### config.mk
export PLATFORM = sky130hd
export DESIGN_NAME = tsclk_ref_capture
export DESIGN_NICKNAME = d
export VERILOG_FILES = /design/src/rtl/tsclk_pkg.sv /design/src/rtl/tsclk_pid_reg.sv /design/src/rtl/tsclk_hdr_parse.sv /design/src/rtl/tsclk_ref_hold.sv /design/src/rtl/tsclk_ref_capture.sv
export SDC_FILE = /design/constraint.sdc
export NUM_CORES = 1
export LEC_CHECK = 0
export BUFFER_PORTS_ARGS = -buffer_cell sky130_fd_sc_hd__buf_4
export CORE_MARGIN = 2
export CORE_UTILIZATION = 60
export CTS_BUF_LIST = sky130_fd_sc_hd__clkbuf_2 sky130_fd_sc_hd__clkbuf_4 sky130_fd_sc_hd__clkbuf_8
export DETAILED_ROUTE_END_ITERATION = 10
export GPL_TIMING_DRIVEN = 0
export PLACE_DENSITY = 0.87
export SLEW_MARGIN = 20
export SYNTH_ARGS = -nofsm -noshare
export SYNTH_HDL_FRONTEND = slang
export SYNTH_SLANG_ARGS = --single-unit
### constraint.sdc
create_clock -name clk -period 4.1 [get_ports clk]
set_input_delay 0.205 -clock clk [delete_from_list [all_inputs] [get_ports clk]]
set_output_delay 0.205 -clock clk [all_outputs]
set_load 0.02 [all_outputs]
### src/rtl/tsclk_pkg.sv
package tsclk_pkg;
  localparam int PID_W   = 13;
  localparam int WORD_W  = 16;
  localparam int BASE_W  = 33;
  localparam int EXT_W   = 9;
  localparam int REF_W   = BASE_W + EXT_W;
  localparam int RAW_W   = 48;
  localparam int CNT_W   = 4;
  localparam logic [7:0] SYNC_BYTE = 8'h47;
  localparam logic [CNT_W-1:0] POS_PID_HI = 4'd1;
  localparam logic [CNT_W-1:0] POS_PID_LO = 4'd2;
  localparam logic [CNT_W-1:0] POS_CTRL   = 4'd3;
  localparam logic [CNT_W-1:0] POS_AFLEN  = 4'd4;
  localparam logic [CNT_W-1:0] POS_FLAGS  = 4'd5;
  localparam logic [CNT_W-1:0] POS_REF0   = 4'd6;
  localparam logic [CNT_W-1:0] POS_REFN   = 4'd11;
  localparam logic [CNT_W-1:0] POS_DONE   = 4'd12;

  // Drops the reserved bits between the base and the extension and packs the
  // remaining 42 bits as {hi, mid, lo}.
  function automatic logic [3*WORD_W-1:0] split_ref(input logic [RAW_W-1:0] raw);
    logic [REF_W-1:0] c;
    c = {raw[RAW_W-1 -: BASE_W], raw[EXT_W-1:0]};
    return {{(3*WORD_W-REF_W){1'b0}}, c};
  endfunction
endpackage

### src/rtl/tsclk_pid_reg.sv
module tsclk_pid_reg
  import tsclk_pkg::*;
(
  input  logic              clk,
  input  logic              rst_n,
  input  logic              reg_wr,
  input  logic [WORD_W-1:0] reg_wdata,
  output logic [PID_W-1:0]  pid_sel,
  output logic [WORD_W-1:0] pid_word
);
  always_ff @(posedge clk) begin
    if (!rst_n)      pid_sel <= '0;
    else if (reg_wr) pid_sel <= reg_wdata[PID_W-1:0];
  end

  assign pid_word = {{(WORD_W-PID_W){1'b0}}, pid_sel};
endmodule

### src/rtl/tsclk_hdr_parse.sv
module tsclk_hdr_parse
  import tsclk_pkg::*;
(
  input  logic             clk,
  input  logic             rst_n,
  input  logic             byte_valid,
  input  logic [7:0]       byte_data,
  input  logic             pkt_start,
  input  logic [PID_W-1:0] pid_sel,
  output logic             cap_fire,
  output logic [RAW_W-1:0] raw_ref
);
  localparam int SH_W = RAW_W - 8;

  logic [CNT_W-1:0] pos;
  logic             active;
  logic             elig;
  logic [PID_W-9:0] pid_hi;
  logic [SH_W-1:0]  sh;
  logic             take;

  assign take = byte_valid && !pkt_start && active;

  always_ff @(posedge clk) begin
    if (!rst_n) begin
      pos    <= '0;
      active <= 1'b0;
      elig   <= 1'b0;
      pid_hi <= '0;
      sh     <= '0;
    end else if (byte_valid && pkt_start) begin
      active <= (byte_data == SYNC_BYTE);
      elig   <= (byte_data == SYNC_BYTE);
      pos    <= POS_PID_HI;
    end else if (take) begin
      if (pos != POS_DONE) pos <= pos + 1'b1;
      if (pos == POS_PID_HI) begin
        pid_hi <= byte_data[PID_W-9:0];
        if (byte_data[7]) elig <= 1'b0;
      end
      if (pos == POS_PID_LO && {pid_hi, byte_data} != pid_sel) elig <= 1'b0;
      if (pos == POS_CTRL && !byte_data[5])                    elig <= 1'b0;
      if (pos == POS_AFLEN && byte_data == 8'h00)              elig <= 1'b0;
      if (pos == POS_FLAGS && !byte_data[4])                   elig <= 1'b0;
      if (pos >= POS_REF0 && pos < POS_REFN) sh <= {sh[SH_W-9:0], byte_data};
    end
  end

  assign cap_fire = take && elig && (pos == POS_REFN);
  assign raw_ref  = {sh, byte_data};
endmodule

### src/rtl/tsclk_ref_hold.sv
module tsclk_ref_hold
  import tsclk_pkg::*;
(
  input  logic              clk,
  input  logic              rst_n,
  input  logic              cap_fire,
  input  logic [RAW_W-1:0]  raw_ref,
  output logic [WORD_W-1:0] pcr_lo,
  output logic [WORD_W-1:0] pcr_mid,
  output logic [WORD_W-1:0] pcr_hi,
  output logic              cap_strobe
);
  always_ff @(posedge clk) begin
    if (!rst_n) begin
      {pcr_hi, pcr_mid, pcr_lo} <= '0;
      cap_strobe <= 1'b0;
    end else begin
      cap_strobe <= cap_fire;
      if (cap_fire) {pcr_hi, pcr_mid, pcr_lo} <= split_ref(raw_ref);
    end
  end
endmodule

### src/rtl/tsclk_ref_capture.sv
module tsclk_ref_capture
  import tsclk_pkg::*;
(
  input  logic              clk,
  input  logic              rst_n,
  input  logic              byte_valid,
  input  logic [7:0]        byte_data,
  input  logic              pkt_start,
  input  logic              reg_wr,
  input  logic [WORD_W-1:0] reg_wdata,
  output logic [WORD_W-1:0] pid_word,
  output logic [WORD_W-1:0] pcr_lo,
  output logic [WORD_W-1:0] pcr_mid,
  output logic [WORD_W-1:0] pcr_hi,
  output logic              cap_strobe
);
  logic [PID_W-1:0] pid_sel;
  logic             cap_fire;
  logic [RAW_W-1:0] raw_ref;

  tsclk_pid_reg u_pid (
    .clk(clk), .rst_n(rst_n), .reg_wr(reg_wr), .reg_wdata(reg_wdata),
    .pid_sel(pid_sel), .pid_word(pid_word)
  );

  tsclk_hdr_parse u_parse (
    .clk(clk), .rst_n(rst_n), .byte_valid(byte_valid), .byte_data(byte_data),
    .pkt_start(pkt_start), .pid_sel(pid_sel), .cap_fire(cap_fire), .raw_ref(raw_ref)
  );

  tsclk_ref_hold u_hold (
    .clk(clk), .rst_n(rst_n), .cap_fire(cap_fire), .raw_ref(raw_ref),
    .pcr_lo(pcr_lo), .pcr_mid(pcr_mid), .pcr_hi(pcr_hi), .cap_strobe(cap_strobe)
  );
endmodule

==> metrics.md, run 1 <==
| Metric | Value |
|---|---|
| Syn avg cell area | between 8 and 9 µm² |
| Fraction of layout cells with a size suffix above 1 | 0.195 |
| Cells taking the most area after synthesis | dfxtp_1, nand2_1, a21boi_1 |
| Max Cap Viol | 0 |
| First-pass GRT wire length | about 15 mm |
| Post-layout instance area | roughly 5300 µm² |
| Most frequent cells in the layout | nand2_1, dfxtp_1, buf_4 |
| Worst endpoint data arrival time | 2180 ps |
| Core Footprint | ~7000 µm² |
| Vias/cell | 5.10 |
| PortBufs | 80 |
| Drt initial violations | approximately 150 |
| GR Util All Layers | 0.249 |
| H-tree levels | 3 |
| Num CTS Buffers | 9 |
| Hold Crit Depth | 3 |
| Dpl hpwl | between 6 and 7 mm |
| Cell Pwr Density | roughly 350 nW/µm² |
| # diodes | 0 |
| Slowest CP cell | a311oi_1 |
| Post-synth ARST share | 0 |
| Sink Count | ~110 |
| Worst-path fanout max | 5 |
| Setup TNS | 0 ps |
| Worst-Margin Slew | approximately 710 ps |
| Total grt overflow | 0 |
| Hold Path Origin | reg_wdata[7] |
| Drt pass-1 iters | 4 |
| RSZ-0062 raised after global routing | no |
| Synth area leader | dfxtp_1 |
| Netlist cell types | 33 |
| Die area | between 7000 and 8000 µm² |
| Vias | 3,568 |
| Synth warnings | 0 |
| Vias in the first global route | 3,335 |
| Synth top area share | 0.493 |
| Setup bufs post-CTS | 0 |
| CTS tree | built |
| Synth Instances | 497 |
| CP endpoint kind | flip-flop |
| Max VDD drop | about 320 µV |
| Deepest clock path buffer count | 2 |
| Number of fill cells | around 560 |
| IO Count | 94 |
| Synth Cell Area | approximately 4300 µm² |
| Area growth, synth to finish | 22.5% |
| Number of synthesized register bits | 107 |
| Sequential element share of the synthesized area | 0.493 |
| # nets final | 629 |
| Post-CTS resize count | 0 |
| Largest family of logic cells by synthesized area | simple AND/OR/NAND/NOR gates |
| Largest net degree at the start of global routing | 17 |
| R2R cell count | 6 |
| CP peak stage delay | approximately 640 ps |
| Status | completed |
| Initial antenna violation count | 0 |
| Post-synthesis mux area share | 0.0438 |
| Compound-Gate Fraction of Synth Area | 0.157 |
| R2r startpoint | u_parse.pos[0] |
| Die Height | 89.1 µm |
| DRC | 0 |
| GPL Wtd Cong | a little under 0.9 |
| Clk slew on worst S/H paths | 90 ps |
| Startpoint Class | flip-flop |
| Crit path required time | roughly 4400 ps |
| Fin util | 0.745 |
| Initial Util | 0.609 |
| Placed cells | around 680 |
| Final hold vios | 0 |
| R2R Setup Slk | ~2200 ps |
| Wire per inst | between 10 and 15 µm |
| Cells along the critical path | inv_1, ha_1, a311oi_1, nand4_1, xor2_1, nor2_1 |
| Final slew viol count | 0 |
| Max_slew headroom | 0.524 |
| Post-layout min period | approximately 1900 ps |
| Post-Synth Adder-Cell Area | 0.0115 |
| Final std cells w/o fill | 700 |
| Hold path endpoint | u_pid.pid_sel[7] |
| P_leak | approximately 0.0021 µW |
| Simple-gate area share of the yosys netlist | 0.213 |
| Die Width | 89.1 µm |
| Power, Total | about 1900 µW |
| Reg2Reg Capture Point | u_parse.pos[3] |
| Post-synth EDFFs | 0 |
| Dpl cell area | around 5100 µm² |
| Final antenna-violating net count | 0 |
| Setup CP Type | flip-flop to flip-flop |
| FMAX | about 520 MHz |
| Post-synthesis xor/xnor area fraction | 0.0323 |
| Hold crit path type | primary input to flip-flop |
| # rows | 31 |
| Root Buffer | clkbuf_8 |
| CTS Hold Bufs | 0 |
| Layout Skew | 10.1 ps |
| Final WL | between 9 and 10 mm |
| Fin crit share | 0.468 |
| Final setup vio count | 0 |
| Clk Latency, worst-skew pair | ~370 ps |
| Most common cell after layout, fill and taps aside | nand2_1 |
| Ys flop type | dfxtp_1 |
## metal layers
layer,up-vias,share of wire,global-route usage
met5,-,0,0
li1,1789,-,-
met2,111,0.50,0.421
met4,0,0.022,0.102
met3,21,0.057,0.0545
met1,1647,0.42,0.309
## critical path, delay by kind of cell (launching register included)
kind                     cells  cell delay [ps]
AO/OA/AOI/OAI                1              640
XOR/XNOR                     1              180
adder cells (fa/ha/maj)      1              240
buffers and inverters        1               90
flip-flops                   1              430
AND/OR/NAND/NOR              2              250
## worst max-delay path by stage
stage	end	depth (start not counted)	slack, ps	startpoint
2_1_floorplan	u_parse.pos[3]	6	2470	u_parse.pos[0]
3_3_place_gp	u_parse.pos[3]	6	2320	u_parse.pos[0]
3_5_place_dp	u_parse.pos[3]	6	2280	u_parse.pos[0]
4_1_cts	u_parse.pos[3]	6	2170	u_parse.pos[0]
5_1_grt	u_parse.pos[3]	6	2030	u_parse.pos[0]
6_report	u_parse.pos[3]	6	2180	u_parse.pos[0]
## Yosys cell counts, drive strengths merged (4+ instances only)
cell,number
nor2b,19
nand4,4
nand2,172
nor2,7
dfxtp,107
xor2,7
ha,4
clkbuf,22
mux2i,19
xnor2,9
a21boi,83
buf,18
## sequential cells by signal (all words and copies together), names as in the netlist
| signal | flops |
|---|---|
| u_hold.cap_strobe | 1 |
| u_hold.pcr_hi | 10 |
| u_hold.pcr_lo | 16 |
| u_hold.pcr_mid | 16 |
| u_parse.active | 1 |
| u_parse.elig | 1 |
| u_parse.pid_hi | 5 |
| u_parse.pos | 4 |
| u_parse.sh | 40 |
| u_pid.pid_sel | 13 |
## power breakdown
part	total, µW	internal (µW)	switching, µW
Sequential	1060	1050	8.70
Clock	686	349	337
Combinational	128	63.0	64.7
## final cells by class
class / instances / area [µm²] / area share
clock inverters: 3 / 43.8 / 0.00823
well taps: 99 / 124 / 0.0233
clock buffers: 13 / 179 / 0.0336
inverters: 3 / 11.3 / 0.00212
repair buffers: 80 / 601 / 0.113
multi-input cells: 355 / 2020 / 0.381
plain buffers: 40 / 195 / 0.0367
flip-flops and latches: 107 / 2140 / 0.403
## kinds of logic (layout without fill, tap and decap cells)
family,after synthesis,in the layout
AOI/OAI and AO/OA,91,91
xor gates and xnor gates,16,16
adders and majority gates,4,4
buffers and inverters,43,139
DFF,107,107
muxes,19,19
other,1,9
and+or+nand+nor,216,216
## stage by stage
step                worst slack [ps]  hold slack, ps
floorplan                       2470             340
detailed placement              2280             447
finish                          2180            98.2
CTS                             2170            97.2
global route                    2030             109
global placement                2320             439
No activity file was read; power rests on OpenSTA's default activity.
==> run 2: changes to the inputs <==
--- a/config.mk
+++ b/config.mk
@@ -5,13 +5,14 @@
 export SDC_FILE = /design/constraint.sdc
 export NUM_CORES = 1
 export LEC_CHECK = 0
+export ABC_AREA = 1
 export BUFFER_PORTS_ARGS = -buffer_cell sky130_fd_sc_hd__buf_4
 export CORE_MARGIN = 2
-export CORE_UTILIZATION = 60
+export CORE_UTILIZATION = 50
 export CTS_BUF_LIST = sky130_fd_sc_hd__clkbuf_2 sky130_fd_sc_hd__clkbuf_4 sky130_fd_sc_hd__clkbuf_8
 export DETAILED_ROUTE_END_ITERATION = 10
 export GPL_TIMING_DRIVEN = 0
-export PLACE_DENSITY = 0.87
+export PLACE_DENSITY = 0.78
 export SLEW_MARGIN = 20
 export SYNTH_ARGS = -nofsm -noshare
 export SYNTH_HDL_FRONTEND = slang
==> constraint.sdc (replaced) <==
create_clock -name clk -period 1.7 [get_ports clk]
set_input_delay 0.085 -clock clk [delete_from_list [all_inputs] [get_ports clk]]
set_output_delay 0.085 -clock clk [all_outputs]
set_load 0.02 [all_outputs]
==> run 2 against run 1 <==
- largest power group unchanged
- final area shrank 0.19%
- via count grew 8.2%
- wire length grew 5.3%
- first-iteration DRC count grew 29%
- synthesized cell count grew 12%
==> metrics.md, run 2 <==
| Metric | Value |
|---|---|
| # rows | 33 (was 31) |
| Root Buffer | clkbuf_8 (unchanged) |
| Wire per inst | 12.9 µm (was 13.6 µm) |
| Number of flip-flops under the largest register name | 40 (unchanged) |
| Layout Skew | 8.55 ps (was 10.1 ps) |
| Synth Instances | 558 (was 497) |
| Initial antenna violation count | 0 (unchanged) |
| Fin util | 0.650 (was 0.745) |
| Worst endpoint data arrival time | 1900 ps (was 2180 ps) |
| Critical path startpoint | u_parse.active (was u_parse.pos[0]) |
| CP endpoint kind | flip-flop (unchanged) |
| Status | completed (unchanged) |
| P_leak | 0.00234 µW (was 0.00211 µW) |
| CP peak stage delay | 350 ps (was 640 ps) |
| Ys flop type | dfxtp_1 (unchanged) |
| Switching Fraction | 0.256 (was 0.219) |
| Cell Pwr Density | 828 nW/µm² (was 351 nW/µm²) |
| First-pass GRT wire length | 16.2 mm (was 15.3 mm) |
| Hold_ws | 7.03 ps (was 98.2 ps) |
| Netlist cell types | 23 (was 33) |
| Post-synth EDFFs | 0 (unchanged) |
| Vias in the first global route | 3,685 (was 3,335) |
| Top Metal Used | met4 (unchanged) |
| Cells along the critical path | nand2_1, nor2_2, inv_1, nor2_1, nand2_4, clkbuf_2, o21ai_0, nor2_1 (was inv_1, ha_1, a311oi_1, nand4_1, xor2_1, nor2_1) |
| Total grt overflow | 0 (unchanged) |
| Max_slew headroom | 0.665 (was 0.524) |
| Synth Cell Area | 4190 µm² (was 4340 µm²) |
| Sequential element share of the synthesized area | 0.511 (was 0.493) |
| Worst-Margin Slew | 502 ps (was 709 ps) |
| Switching pwr | 1120 µW (was 410 µW) |
| # nets final | 702 (was 629) |
| Syn avg cell area | 7.51 µm² (was 8.74 µm²) |
| Hold crit path type | primary input to flip-flop (unchanged) |
| Synth warnings | 0 (unchanged) |
| Critical path's top delay family | simple AND/OR/NAND/NOR gates (was compound AO/OA/AOI/OAI gates) |
| Setup CP Type | flip-flop to flip-flop (unchanged) |
| Die area | 9130 µm² (was 7930 µm²) |
| Die Width | 95.5 µm (was 89.1 µm) |
| Dpl hpwl | 7.39 mm (was 6.96 mm) |
| Max VDD drop | 388 µV (was 321 µV) |
| Vias | 3,859 (was 3,568) |
| # diodes | 0 (unchanged) |
| CTS tree | built (unchanged) |
| Hold Path Origin | reg_wdata[1] (was reg_wdata[7]) |
| Internal cell power | 3270 µW (was 1460 µW) |
| Sink Count | 107 (unchanged) |
| Startpoint Class | flip-flop (unchanged) |
| Met3 WL | 534 µm (was 545 µm) |
| Clk Latency, worst-skew pair | 370 ps (about the same) |
| Drt initial violations | 189 (was 146) |
| Largest register by flop count | u_parse.sh (unchanged) |
| Final WL | 10.0 mm (was 9.51 mm) |
| Sequential power share | 0.580 (was 0.565) |
| FMAX | 612 MHz (was 521 MHz) |
| Number of synthesized register bits | 107 (unchanged) |
| Area growth, synth to finish | 26.7% (was 22.5%) |
| Commonest cells in the netlist | nor2_1, dfxtp_1, o21ai_0, nand2_1, inv_1 (was nand2_1, dfxtp_1, a21boi_1, clkbuf_1) |
| DRC | 0 (unchanged) |
| Final setup vio count | 0 (unchanged) |
| Most frequent cells in the layout | nor2_1, dfxtp_1, buf_4 (was nand2_1, dfxtp_1, buf_4) |
| Worst-path fanout max | 10 (was 5) |
| Largest net degree at the start of global routing | 19 (was 17) |
| Most frequent CP cell | nor2_1 |
| Crit path required time | 1970 ps (was 4360 ps) |
| Synth top area share | 0.511 (was 0.493) |
| Drt pass-1 iters | 4 (unchanged) |
| Comb pwr share | 0.083 (was 0.068) |
| CP Buf/Inv Count | 2 (was 1) |
| Metal1 wirelength | 4.10 mm (was 4.03 mm) |
| IO Count | 94 (unchanged) |
| H-tree levels | 3 (unchanged) |
| Fin crit share | 0.962 (was 0.468) |
| GR Util All Layers | 0.230 (was 0.249) |
| Die Height | 95.5 µm (was 89.1 µm) |
| Deepest clock path buffer count | 2 (unchanged) |
| Cells taking the most area after synthesis | dfxtp_1, nor2_1, o21ai_0 (was dfxtp_1, nand2_1, a21boi_1) |
| R2r startpoint | u_parse.active (was u_parse.pos[0]) |
| Post-synth ARST share | 0 (unchanged) |
| Most common cell after layout, fill and taps aside | nor2_1 (was nand2_1) |
| Clk slew on worst S/H paths | 100 ps (was 90 ps) |
| PortBufs | 80 (unchanged) |
| Wire length on met2 | 5.11 mm (was 4.72 mm) |
| Post-layout min period | 1630 ps (was 1920 ps) |
| Most frequent cell after synthesis | nor2_1 (was nand2_1) |
| Vias/cell | 4.95 (was 5.10) |
| GPL Wtd Cong | 0.848 (was 0.873) |
| Setup TNS | 0 ps (unchanged) |
| Final hold vios | 0 (unchanged) |
| Synth area leader | dfxtp_1 (unchanged) |
| Max Cap Viol | 0 (unchanged) |
| Fraction of layout cells with a size suffix above 1 | 0.205 (was 0.195) |
| Num CTS Buffers | 9 (unchanged) |
| Initial Util | 0.513 (was 0.609) |
| Slowest CP cell | dfxtp_1 (was a311oi_1) |
| Core Footprint | 8180 µm² (was 7140 µm²) |
| Clk pwr share | 0.337 (was 0.367) |
| Final slew viol count | 0 (unchanged) |
| Final antenna-violating net count | 0 (unchanged) |
-- run 2: cell count changes in the layout (fill, tap and decap cells not counted), sizes merged, moves of 10 or more --
cell	change
dlygate4sd3	+10
nor2b	-19
a21oi	+31
inv	+35
o21ai	+105
a21boi	-83
nor2	+153
nand2	-118
mux2i	-19
-- run 2: per-layer routing --
layer  vias up  global-route usage
li1       1998                   -
met5         -                   0
met2       111               0.420
met4         0              0.0940
met1      1726               0.254
met3        24              0.0538
-- run 2: logic make-up (layout without fill, tap and decap cells) --
logic type | after synthesis | after routing | share of synthesized area
AO/OA/AOI/OAI | 138 | 138 | 0.165
XOR/XNOR | 2 | 2 | 0.00418
AND/OR/NAND/NOR | 231 | 231 | 0.220
adder cells (fa/ha/maj) | 4 | 4 | 0.0119
flip-flops | 107 | 107 | 0.511
buffers and inverters | 75 | 183 | 0.0872
other | 1 | 9 | 0.000895
-- run 2: layout make-up --
class	instances	area (µm²)
Buffer	38	249
Clock buffer	10	138
Clock inverter	6	48.8
Fill cell	723	2870
Inverter	37	145
Multi-Input combinational cell	384	1740
Sequential cell	107	2150
Tap cell	105	131
Timing Repair Buffer	92	713
-- run 2: timing repair --
action                                  CTS  global route
cloned                                    0             1
endpoints found under the hold margin     9             0
setup buffers                             0             1
endpoints found under the setup margin   32            78
pin swaps                                 0             4
resized for setup                         7            40
hold buffers                             10             0
-- run 2: power groups by stage --
| stage | combinational, µW | clock, µW | sequential (µW) |
|---|---|---|---|
| 4_1_cts | 359 | 1500 | 2550 |
| 6_report | 364 | 1480 | 2550 |
| 3_3_place_gp | 332 | 0 | 2610 |
| 5_1_grt | 408 | 1600 | 2550 |
| 3_5_place_dp | 339 | 0 | 2610 |
| 2_1_floorplan | 180 | 0 | 2630 |
-- run 2: worst reg2reg max path, cell delays in order (launching register included) --
cell and delay, ps:
dfxtp_1 350, nand2_1 80, nor2_2 190, inv_1 120
nor2_1 190, nand2_4 120, clkbuf_2 200, o21ai_0 230
nor2_1 60
-- run 2: worst paths after layout --
kind / end / slack, ps / depth (start not counted)
setup / recovery: u_parse.sh[32] / 70 / 8
hold / removal: u_pid.pid_sel[1] / 7 / 3
setup reg to reg: u_parse.sh[32] / 70 / 8
hold reg to reg: u_parse.active / 480 / 2
-- run 2: metrics by stage --
stage	worst slack [ps]	instance area (µm²)	total power (µW)	std cells
2_1_floorplan	199	4220	2810	566
3_3_place_gp	-11.0	4950	2940	751
3_5_place_dp	-76.3	4950	2950	751
4_1_cts	-21.3	5250	4410	777
5_1_grt	-39.1	5310	4570	779
6_report	65.4	5310	4390	779
